==> src/rtl/i2cm_pkg.sv <==
package i2cm_pkg;

  typedef enum logic [2:0] {
    ST_IDLE,
    ST_START,
    ST_RSTART,
    ST_STOP,
    ST_ACK,
    ST_DATA
  } seq_e;

  // line plan for one quarter-bit step
  typedef struct packed {
    logic scl_rel;  // 1: SCL released
    logic sda_rel;  // 1: SDA released
    logic chk;      // compare SDA at the end of this step
    logic last;     // final step of the sequence
  } step_t;

endpackage

==> src/rtl/i2cm_line_mon.sv <==
module i2cm_line_mon #(
  parameter int SYNC = 2
) (
  input  logic clk,
  input  logic rst_n,
  input  logic scl_i,
  input  logic sda_i,
  output logic scl_s,
  output logic sda_s,
  output logic stop_det,
  output logic bus_start,
  output logic bus_stop
);
  logic [SYNC-1:0] scl_ff, sda_ff;
  logic scl_q, sda_q;
  logic start_det;

  always_ff @(posedge clk or negedge rst_n) begin
    if (!rst_n) begin
      scl_ff <= '1;
      sda_ff <= '1;
      scl_q  <= 1'b1;
      sda_q  <= 1'b1;
    end else begin
      scl_ff <= {scl_ff[SYNC-2:0], scl_i};
      sda_ff <= {sda_ff[SYNC-2:0], sda_i};
      scl_q  <= scl_ff[SYNC-1];
      sda_q  <= sda_ff[SYNC-1];
    end
  end

  assign scl_s     = scl_ff[SYNC-1];
  assign sda_s     = sda_ff[SYNC-1];
  assign start_det = scl_s && scl_q && sda_q && !sda_s;
  assign stop_det  = scl_s && scl_q && !sda_q && sda_s;

  always_ff @(posedge clk or negedge rst_n) begin
    if (!rst_n) begin
      bus_start <= 1'b0;
      bus_stop  <= 1'b0;
    end else if (start_det) begin
      bus_start <= 1'b1;
      bus_stop  <= 1'b0;
    end else if (stop_det) begin
      bus_start <= 1'b0;
      bus_stop  <= 1'b1;
    end
  end
endmodule

==> src/rtl/i2cm_step_rom.sv <==
module i2cm_step_rom
  import i2cm_pkg::*;
(
  input  seq_e       st,
  input  logic [1:0] step,
  input  logic       data_bit,
  input  logic       last_bit,
  input  logic       ack_bit,
  output step_t      s
);
  logic v;
  logic is_data;

  always_comb begin
    is_data = (st == ST_DATA);
    v = (st == ST_ACK) ? ack_bit : (last_bit ? 1'b1 : data_bit);
    s = '{1'b1, 1'b1, 1'b0, 1'b0};
    case (st)
      ST_START: begin
        case (step)
          2'd0:    s = '{1'b1, 1'b1, 1'b1, 1'b0};
          2'd1:    s = '{1'b1, 1'b0, 1'b0, 1'b0};
          default: s = '{1'b0, 1'b0, 1'b0, 1'b1};
        endcase
      end
      ST_RSTART: begin
        case (step)
          2'd0:    s = '{1'b0, 1'b1, 1'b0, 1'b0};
          2'd1:    s = '{1'b1, 1'b1, 1'b1, 1'b0};
          2'd2:    s = '{1'b1, 1'b0, 1'b0, 1'b0};
          default: s = '{1'b0, 1'b0, 1'b0, 1'b1};
        endcase
      end
      ST_STOP: begin
        case (step)
          2'd0:    s = '{1'b0, 1'b0, 1'b0, 1'b0};
          2'd1:    s = '{1'b1, 1'b0, 1'b0, 1'b0};
          default: s = '{1'b1, 1'b1, 1'b1, 1'b1};
        endcase
      end
      ST_ACK, ST_DATA: begin
        s.scl_rel = (step == 2'd1) || (step == 2'd2);
        s.sda_rel = v;
        s.chk     = v && (step == 2'd1) && !(is_data && last_bit);
        s.last    = (step == 2'd3) && (!is_data || last_bit);
      end
      default: s = '{1'b1, 1'b1, 1'b0, 1'b0};
    endcase
  end
endmodule

==> src/rtl/i2cm_sticky.sv <==
module i2cm_sticky (
  input  logic clk,
  input  logic rst_n,
  input  logic set,
  input  logic clr,
  output logic q
);
  always_ff @(posedge clk or negedge rst_n) begin
    if (!rst_n)   q <= 1'b0;
    else if (set) q <= 1'b1;
    else if (clr) q <= 1'b0;
  end
endmodule

==> src/rtl/i2c_arb_master.sv <==
module i2c_arb_master
  import i2cm_pkg::*;
#(
  parameter int QTR = 4,  // clocks per quarter bit, at least 4
  parameter int DW  = 8
) (
  input  logic          clk,
  input  logic          rst_n,
  input  logic          scl_i,
  input  logic          sda_i,
  output logic          scl_oe,
  output logic          sda_oe,
  input  logic          tx_valid,
  input  logic [DW-1:0] tx_data,
  output logic          tx_ready,
  input  logic          cmd_start,
  input  logic          cmd_rstart,
  input  logic          cmd_stop,
  input  logic          cmd_ack,
  input  logic          ack_nack,
  input  logic          coll_clr,
  input  logic          event_clr,
  output logic          busy,
  output logic          buf_full,
  output logic          coll_flag,
  output logic          event_flag,
  output logic          bus_start,
  output logic          bus_stop
);
  localparam int QW = (QTR > 1) ? $clog2(QTR) : 1;
  localparam int BW = $clog2(DW + 2);

  seq_e          st;
  logic [QW-1:0] qcnt;
  logic [1:0]    step;
  logic [BW-1:0] bitn;
  logic [DW-1:0] shreg;
  logic          ack_q, hold_scl_rel, hold_sda_rel, buf_full_q;
  logic          scl_s, sda_s, stop_det;
  step_t         cur;

  i2cm_line_mon #(.SYNC(2)) u_mon (
    .clk(clk), .rst_n(rst_n), .scl_i(scl_i), .sda_i(sda_i),
    .scl_s(scl_s), .sda_s(sda_s), .stop_det(stop_det),
    .bus_start(bus_start), .bus_stop(bus_stop)
  );

  i2cm_step_rom u_rom (
    .st(st), .step(step), .data_bit(shreg[DW-1]),
    .last_bit(bitn == BW'(DW)), .ack_bit(ack_q), .s(cur)
  );

  logic step_end, coll_hit, any_cmd, cmd_ok, bus_free, refuse, done;

  assign step_end = (st != ST_IDLE) && (qcnt == QW'(QTR - 1));
  assign coll_hit = step_end && cur.chk && scl_s && !sda_s;
  assign any_cmd  = cmd_start || cmd_rstart || cmd_stop || cmd_ack;
  assign cmd_ok   = (st == ST_IDLE) && !coll_flag;
  assign bus_free = bus_stop || (!bus_start && !bus_stop);
  assign refuse   = cmd_ok && cmd_start && !bus_free;
  assign done     = step_end && cur.last && !coll_hit;
  assign tx_ready = cmd_ok && !any_cmd;

  i2cm_sticky u_coll (
    .clk(clk), .rst_n(rst_n), .set(coll_hit || refuse), .clr(coll_clr), .q(coll_flag)
  );
  i2cm_sticky u_evt (
    .clk(clk), .rst_n(rst_n), .set(done || stop_det), .clr(event_clr), .q(event_flag)
  );

  assign scl_oe   = (st == ST_IDLE) ? !hold_scl_rel : !cur.scl_rel;
  assign sda_oe   = (st == ST_IDLE) ? !hold_sda_rel : !cur.sda_rel;
  assign busy     = (st != ST_IDLE);
  assign buf_full = buf_full_q;

  always_ff @(posedge clk or negedge rst_n) begin
    if (!rst_n) begin
      st           <= ST_IDLE;
      qcnt         <= '0;
      step         <= '0;
      bitn         <= '0;
      shreg        <= '0;
      ack_q        <= 1'b0;
      hold_scl_rel <= 1'b1;
      hold_sda_rel <= 1'b1;
      buf_full_q   <= 1'b0;
    end else if (coll_hit) begin
      st           <= ST_IDLE;
      qcnt         <= '0;
      step         <= '0;
      bitn         <= '0;
      hold_scl_rel <= 1'b1;
      hold_sda_rel <= 1'b1;
      buf_full_q   <= 1'b0;
    end else if (st != ST_IDLE) begin
      if (!step_end) begin
        qcnt <= qcnt + 1'b1;
      end else begin
        qcnt <= '0;
        if (cur.last) begin
          st           <= ST_IDLE;
          step         <= '0;
          bitn         <= '0;
          buf_full_q   <= 1'b0;
          hold_scl_rel <= cur.scl_rel;
          hold_sda_rel <= cur.sda_rel;
        end else if (st == ST_DATA && step == 2'd3) begin
          step  <= '0;
          bitn  <= bitn + 1'b1;
          shreg <= {shreg[DW-2:0], 1'b0};
        end else begin
          step <= step + 1'b1;
        end
      end
    end else if (cmd_ok) begin
      if (cmd_start) begin
        if (bus_free) st <= ST_START;
      end else if (cmd_rstart) begin
        st <= ST_RSTART;
      end else if (cmd_stop) begin
        st <= ST_STOP;
      end else if (cmd_ack) begin
        st    <= ST_ACK;
        ack_q <= ack_nack;
      end else if (tx_valid) begin
        st         <= ST_DATA;
        shreg      <= tx_data;
        bitn       <= '0;
        buf_full_q <= 1'b1;
      end
    end
  end
endmodule

==> config.mk <==
export PLATFORM = sky130hd
export DESIGN_NAME = i2c_arb_master
export DESIGN_NICKNAME = d
export VERILOG_FILES = /design/src/rtl/i2cm_pkg.sv /design/src/rtl/i2cm_line_mon.sv /design/src/rtl/i2cm_step_rom.sv /design/src/rtl/i2cm_sticky.sv /design/src/rtl/i2c_arb_master.sv
export SDC_FILE = /design/constraint.sdc
export NUM_CORES = 1
export LEC_CHECK = 0
export BUFFER_PORTS_ARGS = -buffer_cell sky130_fd_sc_hd__buf_4
export CORE_UTILIZATION = 55
export DETAILED_ROUTE_END_ITERATION = 8
export PLACE_DENSITY_LB_ADDON = 0.25
export SYNTH_ARGS = -nofsm -noshare
export SYNTH_HDL_FRONTEND = slang
export SYNTH_SLANG_ARGS = --single-unit
==> constraint.sdc <==
create_clock -name clk -period 2.8 [get_ports clk]
set_input_delay 0.56 -clock clk [delete_from_list [all_inputs] [get_ports clk]]
set_output_delay 0.56 -clock clk [all_outputs]
set_load 0.03 [all_outputs]
==> reports/results.txt <==
status: complete, no violations
Crit Path Category: flop to output pin
CP arrival: 2.17 ns
post-layout minimum cycle time: 2.73 ns
Overflow after GRT: 0
synth cell count leaders: 34 x nand2_1, 25 x dfrtp_1, 14 x inv_1
total I/O pin count: 29
Leakage Power: 1.06 nW
Total Routing Usage GR: 0.249
DR DRC count: 0
die height: 61.3 um
First-pass DRT Iterations: 4
Layout area overhead: 22.0%
top cells by area, synth: dfrtp_1 32%, dfstp_2 11%, nand2_1 6.6%, ha_1 5.2%, mux2_1 3.5%
Tcrit/Tclk final: 0.976
setup ws final: 0.0663 ns
cell total after placement: 265
worst skew pair latency: 0.33 ns
EDFF count, synth: 0
total core area: 0.00336 mm2
Final Max Slew Viols: 0
startpoint class of the critical path: flop
clk sink count: 33
Rows: 21
placed instance area: 0.00219 mm2
critical path endpoint category: output pin
PnR Total Power: 2.65 mW
gpl congestion: 0.822
DIE WIDTH: 61.3 um
Yosys reg bits: 33
Slew @ Worst Pin: 0.704 ns
Clock Skew: 0.00665 ns
CTS Hold Buffers Added: 0
layout cells sized above 1: 0.319
dpl hpwl: 2.99 mm
share of the synthesized area in the top cell type: 0.323
Fmax: 0.366 GHz
largest net degree at the start of global routing: 34
ys async rst share: 1.00
Logic pwr share: 0.528
Final Util: 0.702
Fill cells: 253
DRT iter0 DRCs: 104
final hold vios: 0
cells after synthesis: 194
Final TNS setup: 0 ns
Internal: 1.48 mW
non-filler cells, final: 278
H-Tree Depth: 2
PortBufs: 28
syn_nets: 222
power per cell area: 1120 mW/mm2
CTS tree: yes
YS warnings: 0
nets: 259
Yosys cell types: 58
sequential power share: 0.329
Peak supply drop: 0.879 mV
cell area after synthesis: 0.00194 mm2
vias in the first global route: 1480
routed vias: 1596
Inserted Diodes: 0
pre-CTS WS: 0.304 ns
Psw: 1.17 mW
Main synth FF type: dfrtp_1
Synth area leader: dfrtp_1
Min-Delay Path Class: input port to asynchronous set/reset pin
WHS: 0.143 ns
Vias/cell: 5.74
final WL: 4.11 mm
Mapped Avg Cell Area: 9.98 um2
Detail Route Antenna Nets: 0
max-capacitance violation count: 0
Final setup viols: 0
Worst Path Required: 2.24 ns
slew margin rel.: 0.531
register area share after synthesis: 0.432
first-pass GRT wire length: 6.77 mm
Root Buffer: clkbuf_4
Net Sw Frac: 0.441
Worst Path Max Fanout: 6
wire per inst: 14.8 um
initial antenna violation count: 0
Die Area: 0.00376 mm2
finished layout cell area: 0.00236 mm2
clock power share: 0.144
CTS buffer count: 5
Clock Tree Buf Depth: 2
Worst-path clk slew: 0.11 ns
RSZ-0062 raised after global routing: yes
starting density of the core: 0.576
count leader, synth: nand2_1
-- cell families (layout without fill, tap and decap cells) --
group | after synthesis | count (layout) | share of synthesized area
buf+inv | 21 | 59 | 0.0452
compound gates | 50 | 50 | 0.214
mux | 11 | 11 | 0.0621
simple gates | 71 | 71 | 0.195
fa+ha+maj | 8 | 8 | 0.0517
flops | 33 | 33 | 0.432
-- power groups by stage --
| stage | Sequential [mW] | Clock [mW] | Combinational (mW) |
|---|---|---|---|
| 2_1_floorplan | 0.823 | 0 | 0.963 |
| 3_3_place_gp | 0.857 | 0 | 1.23 |
| 3_5_place_dp | 0.872 | 0 | 1.27 |
| 4_1_cts | 0.863 | 0.388 | 1.29 |
| 5_1_grt | 0.897 | 0.410 | 1.51 |
| 6_report | 0.870 | 0.380 | 1.40 |
-- metal layers --
layer  part of all wire  global-route usage  wire, um  up-vias
li1                   -                   -         -      773
met1               0.44               0.338      1810      752
met2               0.49               0.394      2020       67
met3              0.055              0.0504       227        4
met4              0.012              0.0974        50        0
met5                  0                   0         0        -
-- registers in the layout, indices dropped and copies added (netlist names), 2 cells and up --
name          count
u_mon.scl_ff      2
bitn              4
qcnt              2
step              2
shreg             8
u_mon.sda_ff      2
st                3
-- repair_timing --
item,4_1_cts,5_1_grt
setup buffers,0,5
resized for setup,2,10
pin swaps,0,4
setup endpoints to repair,1,2
-- worst max-delay path, stage by stage (launching register included) --
cell and delay (ns):
dfrtp_2 0.43, inv_2 0.06, ha_4 0.17, or3b_4 0.43
nor2_4 0.12, a21oi_2 0.05, o22ai_2 0.25, o21bai_1 0.15
buf_4 0.18
-- worst paths after layout --
path	start	end	slack [ns]	cells past startpoint
worst max-delay path	step[0]	scl_oe	0.07	8
worst min-delay path	rst_n	bitn[1]	0.14	1
worst max register to register	step[0]	shreg[4]	0.45	7
worst min register to register	u_mon.sda_ff[0]	u_mon.sda_ff[1]	0.36	0
max in group asynchronous	rst_n	u_mon.scl_ff[0]	2.32	1
min in group clk	scl_i	u_mon.scl_ff[0]	0.33	1
-- layout by cell type (no fill, tap or decap), types with 3 or more instances in the layout --
cell type,count
buf_4,36
nand3_1,4
inv_1,12
ha_1,6
mux2i_1,3
dfstp_2,8
a21oi_1,5
a31oi_1,4
clkbuf_4,5
mux2_1,6
dfrtp_1,24
nand2b_1,3
nor3_1,4
o22ai_1,3
inv_2,3
nor2_1,9
nand2_1,34
o21ai_0,10
-- layout make-up --
cell class	count	area (um2)	share of cell area
inverter	15	56.3	0.0238
tap	46	57.6	0.0244
clock inverter	2	37.5	0.0159
multi-input combinational	140	1050	0.445
sequential	33	837	0.354
clock buffer	6	51.3	0.0217
timing repair buffer	36	270	0.114
Power figures use the tool's default switching activity.
